## config.mk

```make
export PLATFORM = sky130hd
export DESIGN_NAME = rsp_capture
export DESIGN_NICKNAME = d
export VERILOG_FILES = /design/src/rtl/rsp_capture_pkg.sv /design/src/rtl/rsp_crc7.sv /design/src/rtl/rsp_packer.sv /design/src/rtl/rsp_fifo.sv /design/src/rtl/rsp_capture.sv
export SDC_FILE = /design/constraint.sdc
export NUM_CORES = 1
export LEC_CHECK = 0
export ABC_AREA = 1
export BUFFER_PORTS_ARGS = -buffer_cell sky130_fd_sc_hd__buf_2
export CORE_ASPECT_RATIO = 0.9
export CORE_MARGIN = 3
export CORE_UTILIZATION = 55
export DETAILED_ROUTE_END_ITERATION = 10
export PLACE_DENSITY = 0.71
export RECOVER_POWER = 25
export SLEW_MARGIN = 30
export SYNTH_ARGS = -nofsm -noshare
export SYNTH_HDL_FRONTEND = slang
export SYNTH_HIERARCHICAL = 1
export SYNTH_SLANG_ARGS = --single-unit
export TNS_END_PERCENT = 10
```

## constraint.sdc

```tcl
create_clock -name clk -period 4.85 [get_ports clk]
set_clock_uncertainty 0.15 [all_clocks]
set_input_delay 0.2425 -clock clk [delete_from_list [all_inputs] [get_ports clk]]
set_output_delay 0.2425 -clock clk [all_outputs]
set_load 0.005 [all_outputs]
```

## src/rtl/rsp_capture_pkg.sv

```systemverilog
package rsp_capture_pkg;

  typedef enum logic [1:0] {
    FMT_NONE      = 2'd0,
    FMT_SHORT_CRC = 2'd1,
    FMT_LONG      = 2'd2,
    FMT_SHORT_RAW = 2'd3
  } rsp_fmt_e;

  typedef enum logic [1:0] {
    ST_IDLE = 2'd0,
    ST_WAIT = 2'd1,
    ST_RECV = 2'd2
  } rsp_state_e;

  // One serial step of the x^7 + x^3 + 1 checksum.
  function automatic logic [6:0] crc7_step(input logic [6:0] c, input logic b);
    logic fb;
    fb = b ^ c[6];
    return {c[5], c[4], c[3], c[2] ^ fb, c[1], c[0], fb};
  endfunction

endpackage

```

## src/rtl/rsp_crc7.sv

```systemverilog
module rsp_crc7 (
  input  logic       clk,
  input  logic       rst_n,
  input  logic       clr,
  input  logic       en,
  input  logic       bit_i,
  output logic [6:0] crc
);
  import rsp_capture_pkg::*;

  always_ff @(posedge clk or negedge rst_n) begin
    if (!rst_n)   crc <= '0;
    else if (clr) crc <= '0;
    else if (en)  crc <= crc7_step(crc, bit_i);
  end

endmodule

```

## src/rtl/rsp_packer.sv

```systemverilog
module rsp_packer #(
  parameter int W = 16
) (
  input  logic         clk,
  input  logic         rst_n,
  input  logic         clr,
  input  logic         en,
  input  logic         bit_i,
  input  logic         last,
  output logic         word_vld,
  output logic [W-1:0] word
);
  localparam int CW = $clog2(W);

  logic [W-1:0]  sh;
  logic [CW-1:0] cnt;
  logic [W-1:0]  nsh;
  logic          full_w;

  assign nsh      = {sh[W-2:0], bit_i};
  assign full_w   = (cnt == CW'(W-1));
  assign word_vld = en & (full_w | last);
  assign word     = full_w ? nsh : (nsh << (CW'(W-1) - cnt));

  always_ff @(posedge clk or negedge rst_n) begin
    if (!rst_n) begin
      sh  <= '0;
      cnt <= '0;
    end else if (clr || word_vld) begin
      sh  <= '0;
      cnt <= '0;
    end else if (en) begin
      sh  <= nsh;
      cnt <= cnt + 1'b1;
    end
  end

  AST_PAD_LOW_ZERO: assert property (@(posedge clk) disable iff (!rst_n)
    (word_vld && !full_w) |-> (word[0] == 1'b0));

endmodule

```

## src/rtl/rsp_fifo.sv

```systemverilog
module rsp_fifo #(
  parameter int W     = 16,
  parameter int DEPTH = 8
) (
  input  logic         clk,
  input  logic         rst_n,
  input  logic         flush,
  input  logic         push,
  input  logic [W-1:0] din,
  input  logic         pop,
  output logic [W-1:0] dout,
  output logic         empty,
  output logic         full
);
  localparam int AW = $clog2(DEPTH);

  logic [W-1:0]  mem [DEPTH];
  logic [AW-1:0] wp, rp;
  logic [AW:0]   cnt;
  logic          do_push, do_pop;

  function automatic logic [AW-1:0] nxt(input logic [AW-1:0] p);
    return (p == AW'(DEPTH-1)) ? '0 : p + 1'b1;
  endfunction

  assign empty   = (cnt == '0);
  assign full    = (cnt == (AW+1)'(DEPTH));
  assign do_push = push & ~full;
  assign do_pop  = pop & ~empty;
  assign dout    = empty ? '0 : mem[rp];

  always_ff @(posedge clk) begin
    if (do_push && !flush) mem[wp] <= din;
  end

  always_ff @(posedge clk or negedge rst_n) begin
    if (!rst_n) begin
      wp <= '0; rp <= '0; cnt <= '0;
    end else if (flush) begin
      wp <= '0; rp <= '0; cnt <= '0;
    end else begin
      if (do_push) wp <= nxt(wp);
      if (do_pop)  rp <= nxt(rp);
      cnt <= cnt + (AW+1)'(do_push) - (AW+1)'(do_pop);
    end
  end

  AST_NO_OVERFLOW: assert property (@(posedge clk) disable iff (!rst_n)
    push |-> !full);
  AST_EMPTY_READ_HOLD: assert property (@(posedge clk) disable iff (!rst_n)
    (pop && empty && !push && !flush) |=> (empty && $stable(rp)));

endmodule

```

## src/rtl/rsp_capture.sv

```systemverilog
module rsp_capture #(
  parameter int WORD_W     = 16,
  parameter int FIFO_DEPTH = 8,
  parameter int TMO_W      = 7,
  parameter int SHORT_BITS = 48,
  parameter int LONG_BITS  = 136,
  parameter int HDR_BITS   = 8,
  parameter int CRC_W      = 7
) (
  input  logic              clk,
  input  logic              rst_n,
  input  logic              start_i,
  input  logic [1:0]        fmt_i,
  input  logic [TMO_W-1:0]  tmo_limit_i,
  input  logic              cmd_bit_i,
  input  logic              cmd_bit_vld_i,
  input  logic              rd_i,
  output logic [WORD_W-1:0] rd_data_o,
  output logic              rd_empty_o,
  output logic              tmo_o,
  output logic              crc_err_o,
  output logic              end_pulse_o,
  output logic              err_pulse_o
);
  import rsp_capture_pkg::*;

  localparam int IDX_W    = $clog2(LONG_BITS + 1);
  localparam int SHORT_HI = SHORT_BITS - CRC_W - 2;   // last stored bit, short
  localparam int CRC_LO   = SHORT_HI + 1;
  localparam int CRC_HI   = SHORT_BITS - 2;

  rsp_state_e        st;
  rsp_fmt_e          fmt_q;
  logic [TMO_W-1:0]  lim_q, wcnt;
  logic [IDX_W-1:0]  bidx, cur_idx, st_lo, st_hi, last_idx;
  logic [CRC_W-1:0]  rx_crc, calc_crc;
  logic              tmo_q, crcerr_q, end_q, err_q;

  // Named internal events
  logic in_wait, in_recv, is_long, take, idle_bit, tmo_hit;
  logic store_en, store_last, crc_en, rxcrc_en, frame_end, crc_bad;
  logic word_vld, fifo_full;
  logic [WORD_W-1:0] word;

  assign in_wait  = (st == ST_WAIT);
  assign in_recv  = (st == ST_RECV);
  assign is_long  = (fmt_q == FMT_LONG);
  assign take     = cmd_bit_vld_i & ~start_i & ((in_wait & ~cmd_bit_i) | in_recv);
  assign idle_bit = cmd_bit_vld_i & ~start_i & in_wait & cmd_bit_i;
  assign tmo_hit  = idle_bit &
                    (((TMO_W+1)'(wcnt) + 1'b1) >= (TMO_W+1)'(lim_q));
  assign cur_idx  = in_wait ? '0 : bidx;
  assign st_lo    = is_long ? IDX_W'(HDR_BITS)      : '0;
  assign st_hi    = is_long ? IDX_W'(LONG_BITS - 1) : IDX_W'(SHORT_HI);
  assign last_idx = is_long ? IDX_W'(LONG_BITS - 1) : IDX_W'(SHORT_BITS - 1);

  assign store_en   = take & (cur_idx >= st_lo) & (cur_idx <= st_hi);
  assign store_last = (cur_idx == st_hi);
  assign crc_en     = take & ~is_long & (cur_idx <= IDX_W'(SHORT_HI));
  assign rxcrc_en   = take & ~is_long & (cur_idx >= IDX_W'(CRC_LO)) &
                      (cur_idx <= IDX_W'(CRC_HI));
  assign frame_end  = take & (cur_idx == last_idx);
  assign crc_bad    = (fmt_q == FMT_SHORT_CRC) & (rx_crc != calc_crc);

  rsp_crc7 u_crc (
    .clk(clk), .rst_n(rst_n), .clr(start_i), .en(crc_en),
    .bit_i(cmd_bit_i), .crc(calc_crc)
  );

  rsp_packer #(.W(WORD_W)) u_pack (
    .clk(clk), .rst_n(rst_n), .clr(start_i), .en(store_en),
    .bit_i(cmd_bit_i), .last(store_last), .word_vld(word_vld), .word(word)
  );

  rsp_fifo #(.W(WORD_W), .DEPTH(FIFO_DEPTH)) u_fifo (
    .clk(clk), .rst_n(rst_n), .flush(start_i), .push(word_vld), .din(word),
    .pop(rd_i), .dout(rd_data_o), .empty(rd_empty_o), .full(fifo_full)
  );

  always_ff @(posedge clk or negedge rst_n) begin
    if (!rst_n) begin
      st <= ST_IDLE; fmt_q <= FMT_NONE; lim_q <= '0; wcnt <= '0;
      bidx <= '0; rx_crc <= '0; tmo_q <= 1'b0; crcerr_q <= 1'b0;
      end_q <= 1'b0; err_q <= 1'b0;
    end else begin
      end_q <= 1'b0;
      err_q <= 1'b0;
      if (start_i) begin
        fmt_q    <= rsp_fmt_e'(fmt_i);
        lim_q    <= tmo_limit_i;
        wcnt     <= '0;
        bidx     <= '0;
        rx_crc   <= '0;
        tmo_q    <= 1'b0;
        crcerr_q <= 1'b0;
        if (rsp_fmt_e'(fmt_i) == FMT_NONE) begin
          end_q <= 1'b1;
          st    <= ST_IDLE;
        end else begin
          st <= ST_WAIT;
        end
      end else begin
        if (idle_bit) begin
          if (tmo_hit) begin
            tmo_q <= 1'b1;
            err_q <= 1'b1;
            st    <= ST_IDLE;
          end else begin
            wcnt <= wcnt + 1'b1;
          end
        end
        if (take) begin
          bidx <= cur_idx + 1'b1;
          if (in_wait) st <= ST_RECV;
        end
        if (rxcrc_en) rx_crc <= {rx_crc[CRC_W-2:0], cmd_bit_i};
        if (frame_end) begin
          st <= ST_IDLE;
          if (crc_bad) begin
            crcerr_q <= 1'b1;
            err_q    <= 1'b1;
          end else begin
            end_q <= 1'b1;
          end
        end
      end
    end
  end

  assign tmo_o       = tmo_q;
  assign crc_err_o   = crcerr_q;
  assign end_pulse_o = end_q;
  assign err_pulse_o = err_q;

  AST_ONE_OUTCOME: assert property (@(posedge clk) disable iff (!rst_n)
    !(end_pulse_o && err_pulse_o));
  AST_TMO_RAISES_ERR: assert property (@(posedge clk) disable iff (!rst_n)
    $rose(tmo_o) |-> err_pulse_o);
  AST_CRC_RAISES_ERR: assert property (@(posedge clk) disable iff (!rst_n)
    $rose(crc_err_o) |-> err_pulse_o);
  AST_ERR_SINGLE: assert property (@(posedge clk) disable iff (!rst_n)
    err_pulse_o |=> !err_pulse_o);
  AST_NO_STORE_OF_TAIL: assert property (@(posedge clk) disable iff (!rst_n)
    rxcrc_en |-> !store_en);
  AST_OUTCOME_IDLE: assert property (@(posedge clk) disable iff (!rst_n)
    (end_pulse_o || err_pulse_o) |-> (st == ST_IDLE));

endmodule

```

==> results.md, run 1 <==
- Status: complete, but fails checks
- Violated checks: capacitance limit, slew limit
- Synth warnings: 6
- DP Wirelength: 15900 um
- Worst EP arrival: 3.74 ns
- Row cnt: 47
- Worst path slowest cell: nor2_1
- Min Tclk post-route: 3.67 ns
- Core area: 18600 sq um
- Cell Pwr Density: 375 nW/um^2
- Critical Setup Path Class: in2reg
- P_leak: 0.00569 uW
- First-pass GRT wire length: 39100 um
- Total gr overflow: 0
- Final hold vios: 0
- Via count: 8165
- Clock Path Buffers: 3
- Most used cell, CP: inv_1
- Worst Hold Launch: cmd_bit_vld_i
- Hold path endpoint: wcnt[6]
- CTS sink cnt: 201
- R2R Setup Slk: 1.23 ns
- Largest net degree at the start of global routing: 74
- Setup TNS Final: 0 ns
- CTS buffer count: 22
- CTS tree: built
- Final period utilization: 75.7%
- Vias in the first global route: 7641
- Share of post-route cells with drive strength above 1: 9.53%
- Number of DRC markers in iteration 0: 690
- Starting Density: 56.6%
- Layout Nets: 1334
- F_max: 0.272 GHz
- Post-Syn Instances: 1247
- Clock slew at reported path FFs: 0.06 ns
- Worst path buffer plus inverter count: 7
- Die Wd: 152 um
- # diodes: 0
- Die Area: 20800 sq um
- Slew margin rel.: -22.2%
- Syn Std Cell Area: 10500 sq um
- Critical-path maximum fanout: 15
- Gpl congestion: 0.917
- Mapped Nets: 1286
- Worst reg2reg path startpoint: fmt_q[0]
- Tot GR Track Use: 23.7%
- Antenna violations before repair: 0
- Clock Root Buffer: clkbuf_16
- RSZ-0062 raised after global routing: no
- Avg WL per Cell: 15.4 um
- Hold Path Depth: 5
- Least-Margin Pin Slew: 1.83 ns
- Post-placement worst setup slack: 1.23 ns
- CP Capture Type: flip-flop
- Vias per cell: 5.25
- Max-Cap Viols: 1
- Min-Delay Path Class: in2reg
- FF-to-FF End: u_fifo/mem[4][10]
- H-tree depth: 1
- Area Overhead vs Synth: 11.6%
- Type of origin of the critical path: primary input
- Die Ht: 137 um
- CP max stage delay: 0.54 ns
- DRT Pass-1 Iters: 5
- Final worst setup slack: 1.18 ns
- Final setup viols: 0
- Io pins: 36
- Post-CTS Resized: 0
- Crit path max-delay family: buffers and inverters
- Max-slew violations: 38
- DRT antenna net count: 0
- PortBufs: 35
- CP required: 4.92 ns
- Crit-path cells: dlygate4sd3_1, clkbuf_1, inv_1, nand2_1, inv_1, nand2_1, o21bai_1, a21oi_1, o21ai_2, inv_1, nand3_1, nor2_1, inv_1, nor2_1, buf_4
- Clk_lat worst skew: 0.51 ns
- WL final: 24000 um
- Post-route DRC: 0
- Worst Reg-to-Reg Cells: 14
- Syn_area_per_cell: 8.44 sq um
- Peak VDD IR: 0.287 mV
==> sequential cells by signal, summed over array words and instances (netlist names), 2 cells and up <==
register / flops
u_fifo/mem: 128
rx_crc: 7
u_fifo/cnt: 4
wcnt: 7
u_pack/sh: 15
fmt_q: 2
u_pack/cnt: 4
lim_q: 7
st: 2
u_fifo/wp: 3
u_fifo/rp: 3
u_crc/crc: 7
bidx: 8
==> where the power goes <==
part	switching (uW)	internal [uW]
Sequential	17.6	1840
Clock	664	953
Combinational	624	296
Total	1300	3090
==> layout by cell type (no fill, tap or decap), types with 2 or more instances in the layout <==
| cell type | instances |
|---|---|
| nand2_1 | 382 |
| inv_1 | 216 |
| nand3_1 | 159 |
| edfxtp_1 | 128 |
| nor2_1 | 79 |
| dfrtp_1 | 72 |
| buf_2 | 33 |
| o21ai_0 | 24 |
| ha_1 | 23 |
| clkbuf_16 | 22 |
| o22ai_1 | 20 |
| dlygate4sd3_1 | 15 |
| buf_4 | 15 |
| a21oi_1 | 14 |
| inv_2 | 12 |
| xor2_1 | 9 |
| nand4_1 | 8 |
| nor2_4 | 7 |
| clkbuf_1 | 7 |
| o21ai_1 | 7 |
| nand2_2 | 6 |
| xnor2_1 | 6 |
| nor3_1 | 4 |
| nand3_2 | 4 |
| clkbuf_8 | 4 |
| clkinv_1 | 3 |
| clkinv_2 | 3 |
| nor2_2 | 2 |
| nand2_4 | 2 |
| o21bai_1 | 2 |
| o31ai_1 | 2 |
| inv_4 | 2 |
| a21oi_2 | 2 |
| clkinvlp_4 | 2 |
==> stage by stage <==
stage | utilization [%] | instance area (sq um) | hold WS [ns] | total power, uW | cells
after floorplan | - | 10500 | -0.203 | 2530 | 1247
after global placement | 58.6 | 10900 | 0.295 | 2790 | 1501
after detailed placement | 58.6 | 10900 | 0.299 | 2810 | 1501
after CTS | 63.2 | 11700 | 0.0640 | 4440 | 1556
after global routing | 63.2 | 11700 | 0.0982 | 4620 | 1556
final | 63.2 | 11700 | 0.0722 | 4400 | 1556
==> per-layer routing <==
layer / global-route usage, % / part of all wire (%) / vias to the layer above
met3: 3.55 / 6.4 / 27
li1: - / - / 4057
met1: 35.3 / 46 / 3844
met2: 37.3 / 46 / 237
met4: 5.24 / 1.4 / 0
met5: 0 / 0 / -
==> worst max path at each step <==
stage | from | to | slack, ns | cells past startpoint
after floorplan | st[1] | u_fifo/mem[0][0] | 1.44 | 16
after global placement | fmt_q[0] | u_fifo/mem[4][5] | 1.27 | 14
after detailed placement | fmt_q[0] | u_fifo/mem[4][9] | 1.23 | 14
after CTS | fmt_q[0] | u_fifo/mem[4][5] | 1.23 | 14
after global routing | start_i | u_fifo/mem[4][8] | 0.85 | 15
final | start_i | u_fifo/mem[4][10] | 1.18 | 15
==> worst min-delay path, delay by kind of cell <==
family | cells | cell delay [ns]
and+or+nand+nor | 4 | 0.33
buffers and inverters | 1 | 0.10
==> area by class of cell <==
type                    instances  area [sq um]
fillers                      1599          6850
flip-flops and latches        201          5670
multi-input cells             773          3730
inverters                     231           872
clock buffers                  31           624
repair buffers                 66           447
well taps                     245           307
clock inverters                 9          83.8
==> timing repair <==
item | CTS | global route
endpoints found under the hold margin | 95 | 0
buffers inserted | 0 | 0
hold buffers | 15 | 0
Note: power is estimated with default switching activity, not from simulation.
==> run 2, diff against run 1 <==
- ABC_AREA: 1 -> 0
- clock period: 4.85 -> 3.55 ns (I/O delays scaled with it)
==> run 2 against run 1 <==
  * The flow still finishes with violations (capacitance limit, slew limit)
  * Routed wire length down 12%
  * Register-to-register slack worse by 1.2 ns
  * Area after synthesis down 8.9%
  * Critical endpoint is now u_fifo/mem[0][15]
  * Global-route usage down 1.5 points
  * Highest routed layer unchanged
  * Sequential share of layout area up 1.8 points
  * Count of clock-buffer cells in the layout down 6
  * Cell count down 34%
  * Critical path depth down 4
  * Clock power up 48%
  * Sequential cell count unchanged
  * Largest cell class unchanged
==> results.md, run 2 <==
- Status: complete, but fails checks
- Violated checks: capacitance limit, slew limit
- Critical Setup Path Class: reg2reg
- Post-route DRC: 0 (unchanged)
- Final period utilization: 99.3%
- Seq/Total Area, Yosys: 59.2%
- Max-Cap Viols: 1 (unchanged)
- Area leader, netlist: edfxtp_1
- Non-Filler Instances: 1022 (-34%)
- M1 WL: 9620 um (-13%)
- Die Area: 19000 sq um (-8.5%)
- Setup TNS Final: 0 ns (unchanged)
- Dominant synthesized flop cell: edfxtp_1
- CTS sink cnt: 201 (unchanged)
- R2R Setup Slk: 0.02 ns (-1.21 ns)
- Synth top area cells: edfxtp_1 40%, dfrtp_1 19%, mux4_2 4.7%, mux4_1 4.1%, mux2i_1 3.4%
- Area of the multi-input gates: 3710 sq um (-0.47%)
- Commonest non-fill, non-tap cell in the layout: edfxtp_1
- Largest net degree at the start of global routing: 61 (-18%)
- Worst EP arrival: 3.59 ns (-0.15 ns)
- Largest regs: u_fifo/mem: 128 flops, u_pack/sh: 15 flops, bidx: 8 flops
- Starting Density: 56.4% (-0.24 points)
- Min Tclk post-route: 3.53 ns
- Clock Path Buffers: 3 (unchanged)
- First-pass GRT wire length: 34100 um (-13%)
- CP endpoint: u_fifo/mem[0][15]
- Antenna violations before repair: 0 (unchanged)
- DP Wirelength: 13600 um (-15%)
- Post-Syn Instances: 694 (-44%)
- Worst reg2reg path startpoint: st[1]
- Vias per cell: 5.96 (+14%)
- Top Layer Used: met4
- Post-synth EDFFs: 128
- Worst path buffer plus inverter count: 2 (-5)
- DRT antenna net count: 0 (unchanged)
- Gpl congestion: 0.922 (+0.48%)
- Slew margin rel.: -67.1% (-45 points)
- #FFs+latches synth: 201
- H-tree depth: 1 (unchanged)
- Post-placement worst setup slack: -0.0176 ns (-1.25 ns)
- Die Wd: 145 um (-4.4%)
- Commonest cells post-synth: 128 x edfxtp_1, 73 x dfrtp_1, 51 x nand2_1
- Final worst setup slack: 0.0246 ns (-1.15 ns)
- Avg WL per Cell: 20.6 um (+34%)
- # diodes: 0 (unchanged)
- Tot GR Track Use: 22.2% (-1.5 points)
- Met3 WL post-DR: 1100 um (-28%)
- Most frequent cells in the layout: 128 x edfxtp_1, 73 x dfrtp_1, 51 x nand2_1, 38 x nor2_1, 36 x o21ai_0
- RSZ-0062 raised after global routing: yes
- Clk_lat worst skew: 0.50 ns (about the same)
- Io pins: 36 (unchanged)
- Vias in the first global route: 6194 (-19%)
- Yosys cell types: 63
- Crit-path cells: nand2b_4, and2_4, ha_4, nor4bb_4, nand4_1, a2111oi_4, and2_4, inv_2, or4_4, nor3_4, clkbuf_16
- Mapped Nets: 733 (-43%)
- F_max: 0.284 GHz
- Row cnt: 45 (-4.3%)
- Synth warnings: 6 (unchanged)
- Final hold vios: 0 (unchanged)
- Least-Margin Pin Slew: 2.51 ns (+0.672 ns)
- CP max stage delay: 0.48 ns (-0.06 ns)
- Worst Reg-to-Reg Cells: 11 (-3)
- PortBufs: 35 (unchanged)
- Dpl cells: 962 (-36%)
- Number of DRC markers in iteration 0: 498 (-28%)
- # fillers: 1240 (-22%)
- Die Ht: 131 um (-4.3%)
- CP startpoint: st[1]
- Most numerous cell in the Yosys netlist: edfxtp_1
- Final setup viols: 0 (unchanged)
- Peak VDD IR: 0.555 mV (+93%)
- Clock slew at reported path FFs: 0.06 ns (about the same)
- Share of post-route cells with drive strength above 1: 21.9% (+12 points)
- Metal2 WL: 9900 um (-10%)
- Cell Pwr Density: 519 nW/um^2 (+38%)
- Post-synth top area share: 40.1%
- CTS buffer count: 22 (unchanged)
- Critical-path maximum fanout: 8 (-7)
- Max reg flops: 128 (unchanged)
- Levels on crit path: 11 (-4)
- Async SR Flop Fraction: 36.3%
- Most used cell, CP: and2_4
- CP required: 3.62 ns (-1.30 ns)
- Register area: 5670 sq um (about the same)
- Total gr overflow: 0 (unchanged)
- Syn Std Cell Area: 9580 sq um (-8.9%)
- Largest Register: u_fifo/mem
- CP Capture Type: flip-flop
- FF-to-FF End: u_fifo/mem[0][15]
- DRT Pass-1 Iters: 5 (unchanged)
- CTS tree: built
- Max-slew violations: 46 (+21%)
- Clock Root Buffer: clkbuf_16
- Area Overhead vs Synth: 18.0%
- Layout Nets: 810 (-39%)
- WL final: 21100 um (-12%)
- Crit path max-delay family: simple AND/OR/NAND/NOR gates
- Min-Delay Path Class: in2reg
- Type of origin of the critical path: flip-flop
- Worst path slowest cell: or4_4
- P_leak: 0.00428 uW (-25%)
- Syn_area_per_cell: 13.8 sq um (+64%)
- Core area: 17000 sq um (-8.5%)
- Via count: 6095 (-25%)
## run 2: final cells by class
type / count / share of cell area [%]
sequential: 201 / 50.1
multi-input combinational: 428 / 32.8
timing repair buffer: 90 / 6.58
clock buffer: 25 / 5.16
tap: 235 / 2.60
clock inverter: 15 / 1.75
inverter: 28 / 0.940
## run 2: worst min path at each step
| stage | start | slack (ns) | to | depth (start not counted) |
|---|---|---|---|---|
| finish | cmd_bit_i | 0.06 | u_pack/sh[0] | 3 |
| global route | cmd_bit_i | 0.06 | u_pack/sh[0] | 3 |
| CTS | cmd_bit_i | 0.06 | u_pack/sh[0] | 3 |
| detailed placement | rst_n | 0.08 | st[0] | 1 |
| global placement | rst_n | 0.24 | fmt_q[1] | 1 |
| floorplan | rst_n | -0.27 | bidx[0] | 0 |
## run 2: metrics by stage
| step | utilization, % | hold slack (ns) | total power [uW] | instance area, sq um |
|---|---|---|---|---|
| floorplan | - | -0.268 | 3220 | 9700 |
| global placement | 60.5 | 0.237 | 3440 | 10300 |
| detailed placement | 60.6 | 0.0811 | 3480 | 10300 |
| CTS | 66.0 | 0.0554 | 5890 | 11200 |
| global route | 66.5 | 0.0608 | 6120 | 11300 |
| finish | 66.5 | 0.0638 | 5870 | 11300 |
## run 2: power by group
part	switching (uW)	internal, uW
clock	913	1480
sequential	76.7	2510
combinational	439	440
## run 2: worst min-delay path: stages
cell and delay, ns:
buf_2 0.13, buf_4 0.21, a22o_1 0.15
## run 2: cells by family (layout without fill, tap and decap cells)
kind of cell               Yosys count  in the layout  share of synthesized area [%]
AOI/OAI and AO/OA                  130            130                           9.27
xor gates and xnor gates            17             17                           1.55
adders and majority gates           24             24                           3.21
buffers and inverters               65            158                           3.59
DFF                                201            201                           59.2
muxes                               80             80                           13.7
and+or+nand+nor                    177            177                           9.54
## run 2: routing by layer
layer  global-route usage (%)  vias up
met4                     5.27        0
met1                     34.2     3028
met2                     34.3      216
li1                         -     2806
met5                        0        -
met3                     2.97       45
## run 2: timing repair
action	CTS	global route
resized for setup	1	10
cloned	0	1
endpoints found under the setup margin	17	67
hold buffers	13	0
hold endpoints to repair	60	0
pin swaps	4	7
setup buffers	0	6
==> run 3, diff against run 2 <==
- CORE_MARGIN: 3 -> not set
- HOLD_SLACK_MARGIN: not set -> 0.05
- SYNTH_HIERARCHICAL: 1 -> not set
==> run 3 against run 2 <==
  * The run now ends clean
  * Sequential share of layout area up 2.3 points
  * Critical path type unchanged
  * Cell count down 2.7%
  * Count of clock-buffer cells in the layout down 3
  * Via count is 3.2% lower
  * Worst setup slack gained 0.17 ns
==> results.md, run 3 <==
- Max-slew violations: 0 (-100%)
- Switch share: 25.8% (+1.4 points)
- Most numerous cell in the Yosys netlist: edfxtp_1
- Vias per cell: 5.94 (-0.44%)
- Layout Nets: 809 (-0.12%)
- Area leader, netlist: edfxtp_1
- Combinational power share: 16.9% (+1.9 points)
- Worst EP arrival: 3.40 ns (-0.19 ns)
- Int Pwr: 4220 uW (-4.9%)
- Area Overhead vs Synth: 14.0%
- CTS sink cnt: 201 (unchanged)
- Clock slew at reported path FFs: 0.06 ns (about the same)
- Mapped Nets: 748 (+2.0%)
- DRT Pass-1 Iters: 5 (unchanged)
- Final worst setup slack: 0.194 ns (+0.170 ns)
- Post-Syn Instances: 708 (+2.0%)
- Worst path slowest cell: dfrtp_1
- Flop pwr share: 45.9% (+1.7 points)
- Final hold vios: 0 (unchanged)
- Yosys cell types: 65 (+3.2%)
- Largest net degree at the start of global routing: 62 (+1.6%)
- Min-Delay Path Class: in2reg
- Max-Cap Viols: 0 (-1)
- # fillers: 1242 (+0.16%)
- F_max: 0.298 GHz (+5.1%)
- Slew margin rel.: 13.5% (+81 points)
- Number of DRC markers in iteration 0: 389 (-22%)
- Final setup viols: 0 (unchanged)
- Dominant synthesized flop cell: edfxtp_1
- Gpl congestion: 0.938 (+1.7%)
- Avg WL per Cell: 19.2 um (-6.9%)
- Dpl cells: 944 (-1.9%)
- Status: complete, no violations
- CTS tree: built
- P_leak: 0.00410 uW (-4.2%)
- Clock power frac: 37.2% (-3.7 points)
- Critical Setup Path Class: reg2reg
- Io pins: 36 (unchanged)
- Placed inst area: 10000 sq um (-2.8%)
- Async SR Flop Fraction: 36.3% (unchanged)
- Post-placement worst setup slack: 0.0909 ns (+0.109 ns)
- Largest regs: u_fifo.mem: 128 flops, u_pack.sh: 15 flops, bidx: 8 flops
- DRT antenna net count: 0 (unchanged)
- Peak VDD IR: 0.327 mV (-41%)
- # diodes: 0 (unchanged)
- DP Wirelength: 13100 um (-3.8%)
- PortBufs: 35 (unchanged)
- Syn Std Cell Area: 9490 sq um (-0.95%)
- Synth top area cells: edfxtp_1 40%, dfrtp_1 19%, mux4_2 7.6%, mux2i_1 5.0%, ha_1 3.2%
- Seq/Total Area, Yosys: 59.7% (+0.57 points)
- Share of post-route cells with drive strength above 1: 19.0% (-2.8 points)
- Clock Root Buffer: clkbuf_16
- Most frequent cells in the layout: 128 x edfxtp_1, 71 x dfrtp_1, 68 x nor2_1, 51 x nand2_1, 47 x mux2i_1
- First-pass GRT wire length: 31300 um (-8.3%)
- Crit path max-delay family: simple AND/OR/NAND/NOR gates
- Starting Density: 56.2% (-0.16 points)
- Crit-path cells: nand2b_1, nand2_2, inv_1, ha_1, and2_1, o21ai_1, or2_0, a221o_1, a211oi_2, buf_4, and4b_1, buf_6
- Die Ht: 127 um (-3.5%)
- Non-Filler Instances: 994 (-2.7%)
- Tot GR Track Use: 22.4% (+0.17 points)
- WL final: 19100 um (-9.4%)
- Post-Route Utilization: 64.0% (-2.5 points)
- CP required: 3.60 ns (-0.02 ns)
- Commonest cells post-synth: 128 x edfxtp_1, 73 x dfrtp_1, 68 x nor2_1
- Core area: 16900 sq um (-0.66%)
- #FFs+latches synth: 201 (unchanged)
- H-tree depth: 1 (unchanged)
- R2R Setup Slk: 0.19 ns (+0.17 ns)
- Max reg flops: 128 (unchanged)
- CTS buffer count: 21 (-4.5%)
- Critical-path maximum fanout: 16 (+8)
- Clock Path Buffers: 3 (unchanged)
- Post-synth top area share: 40.5% (+0.39 points)
- Post-route DRC: 0 (unchanged)
- Clk_lat worst skew: 0.49 ns (about the same)
- Largest Register: u_fifo.mem
- Worst path buffer plus inverter count: 3 (+1)
- Antenna violations before repair: 0 (unchanged)
- Die Wd: 140 um (-3.2%)
- Type of origin of the critical path: flip-flop
- Least-Margin Pin Slew: 1.30 ns (-1.21 ns)
- RSZ-0062 raised after global routing: no
- Total gr overflow: 0 (unchanged)
- Die Area: 17800 sq um (-6.6%)
- Row cnt: 45 (unchanged)
- Post-synth EDFFs: 128 (unchanged)
- CP max stage delay: 0.42 ns (-0.06 ns)
- Vias in the first global route: 5868 (-5.3%)
- Min Tclk post-route: 3.36 ns (-0.170 ns)
- Syn_area_per_cell: 13.4 sq um (-2.9%)
- NetSw: 1460 uW (+2.4%)
- Via count: 5902 (-3.2%)
- Synth warnings: 0 (-6)
- Commonest non-fill, non-tap cell in the layout: edfxtp_1
- Cell Pwr Density: 525 nW/um^2 (+1.3%)
- CP Capture Type: flip-flop
- Final instance area: 10800 sq um (-4.3%)
- Final period utilization: 94.5% (-4.8 points)
-- run 3: cell count changes in the layout (fill, tap and decap cells not counted), sizes merged, moves of 7 or more --
cell and delta:
nor2 +26, a22o -16, mux2i +14, buf -13, nand2b +7
-- run 3: layout make-up --
cell class | instances | area [sq um] | share of cell area, %
tap | 211 | 264 | 2.44
inverter | 28 | 105 | 0.972
clock inverter | 15 | 139 | 1.28
sequential | 201 | 5670 | 52.4
multi-input combinational | 442 | 3560 | 32.9
timing repair buffer | 75 | 551 | 5.09
clock buffer | 22 | 529 | 4.89
-- run 3: logic make-up (layout without fill, tap and decap cells) --
logic type	Yosys count	count (layout)	share of synthesized area, %
flip-flops	201	201	59.7
AND/OR/NAND/NOR	193	193	10.2
AO/OA/AOI/OAI	113	113	7.93
multiplexers	95	95	14.4
buffers and inverters	65	140	2.85
adder cells (fa/ha/maj)	25	25	3.37
XOR/XNOR	16	16	1.48
-- run 3: repair_timing --
item,4_1_cts,5_1_grt
hold endpoints to repair,42,0
buffers inserted,0,0
endpoints found under the setup margin,0,129
resized for setup,0,5
hold buffers,13,0
-- run 3: routing by layer --
metal  GRT usage (%)  part of all wire (%)  vias up
met5               0                     0        -
met1            33.9                    48     2957
li1                -                     -     2768
met2            35.2                    46      150
met4            4.86                   1.6        0
met3            2.68                   4.9       27
-- run 3: final timing paths --
path,startpoint,end,cells after the start
worst max-delay path,st[1],u_fifo.mem[6][9],12
max in group asynchronous,rst_n,u_fifo.rp[0],3
worst max register to register,st[1],u_fifo.mem[6][9],12
worst min register to register,crc_err_o,crc_err_o,2
worst min-delay path,start_i,u_crc.crc[4],3
min in group asynchronous,rst_n,bidx[5],2
-- run 3: worst register-to-register path, cell delays in order, from the launching register on --
cell      delay (ns)
dfrtp_1         0.42
nand2b_1        0.21
nand2_2         0.14
inv_1           0.09
ha_1            0.27
and2_1          0.13
o21ai_1         0.12
or2_0           0.24
a221o_1         0.35
a211oi_2        0.25
buf_4           0.24
and4b_1         0.24
buf_6           0.20
-- run 3: power by group through the flow --
stage          logic (uW)  clock network [uW]  registers (uW)
2_1_floorplan         708                   0            2590
3_3_place_gp          933                   0            2650
3_5_place_dp          960                   0            2660
4_1_cts               983                2160            2610
5_1_grt              1080                2240            2620
6_report              958                2110            2610
-- run 3: stage by stage --
| stage | hold WS, ns | setup TNS (ns) | total power [uW] |
|---|---|---|---|
| after floorplan | -0.268 | -2.57 | 3300 |
| after global placement | 0.0318 | 0 | 3590 |
| after detailed placement | 0.0445 | 0 | 3620 |
| after CTS | 0.0629 | 0 | 5750 |
| after global routing | 0.182 | 0 | 5940 |
| final | 0.152 | 0 | 5680 |
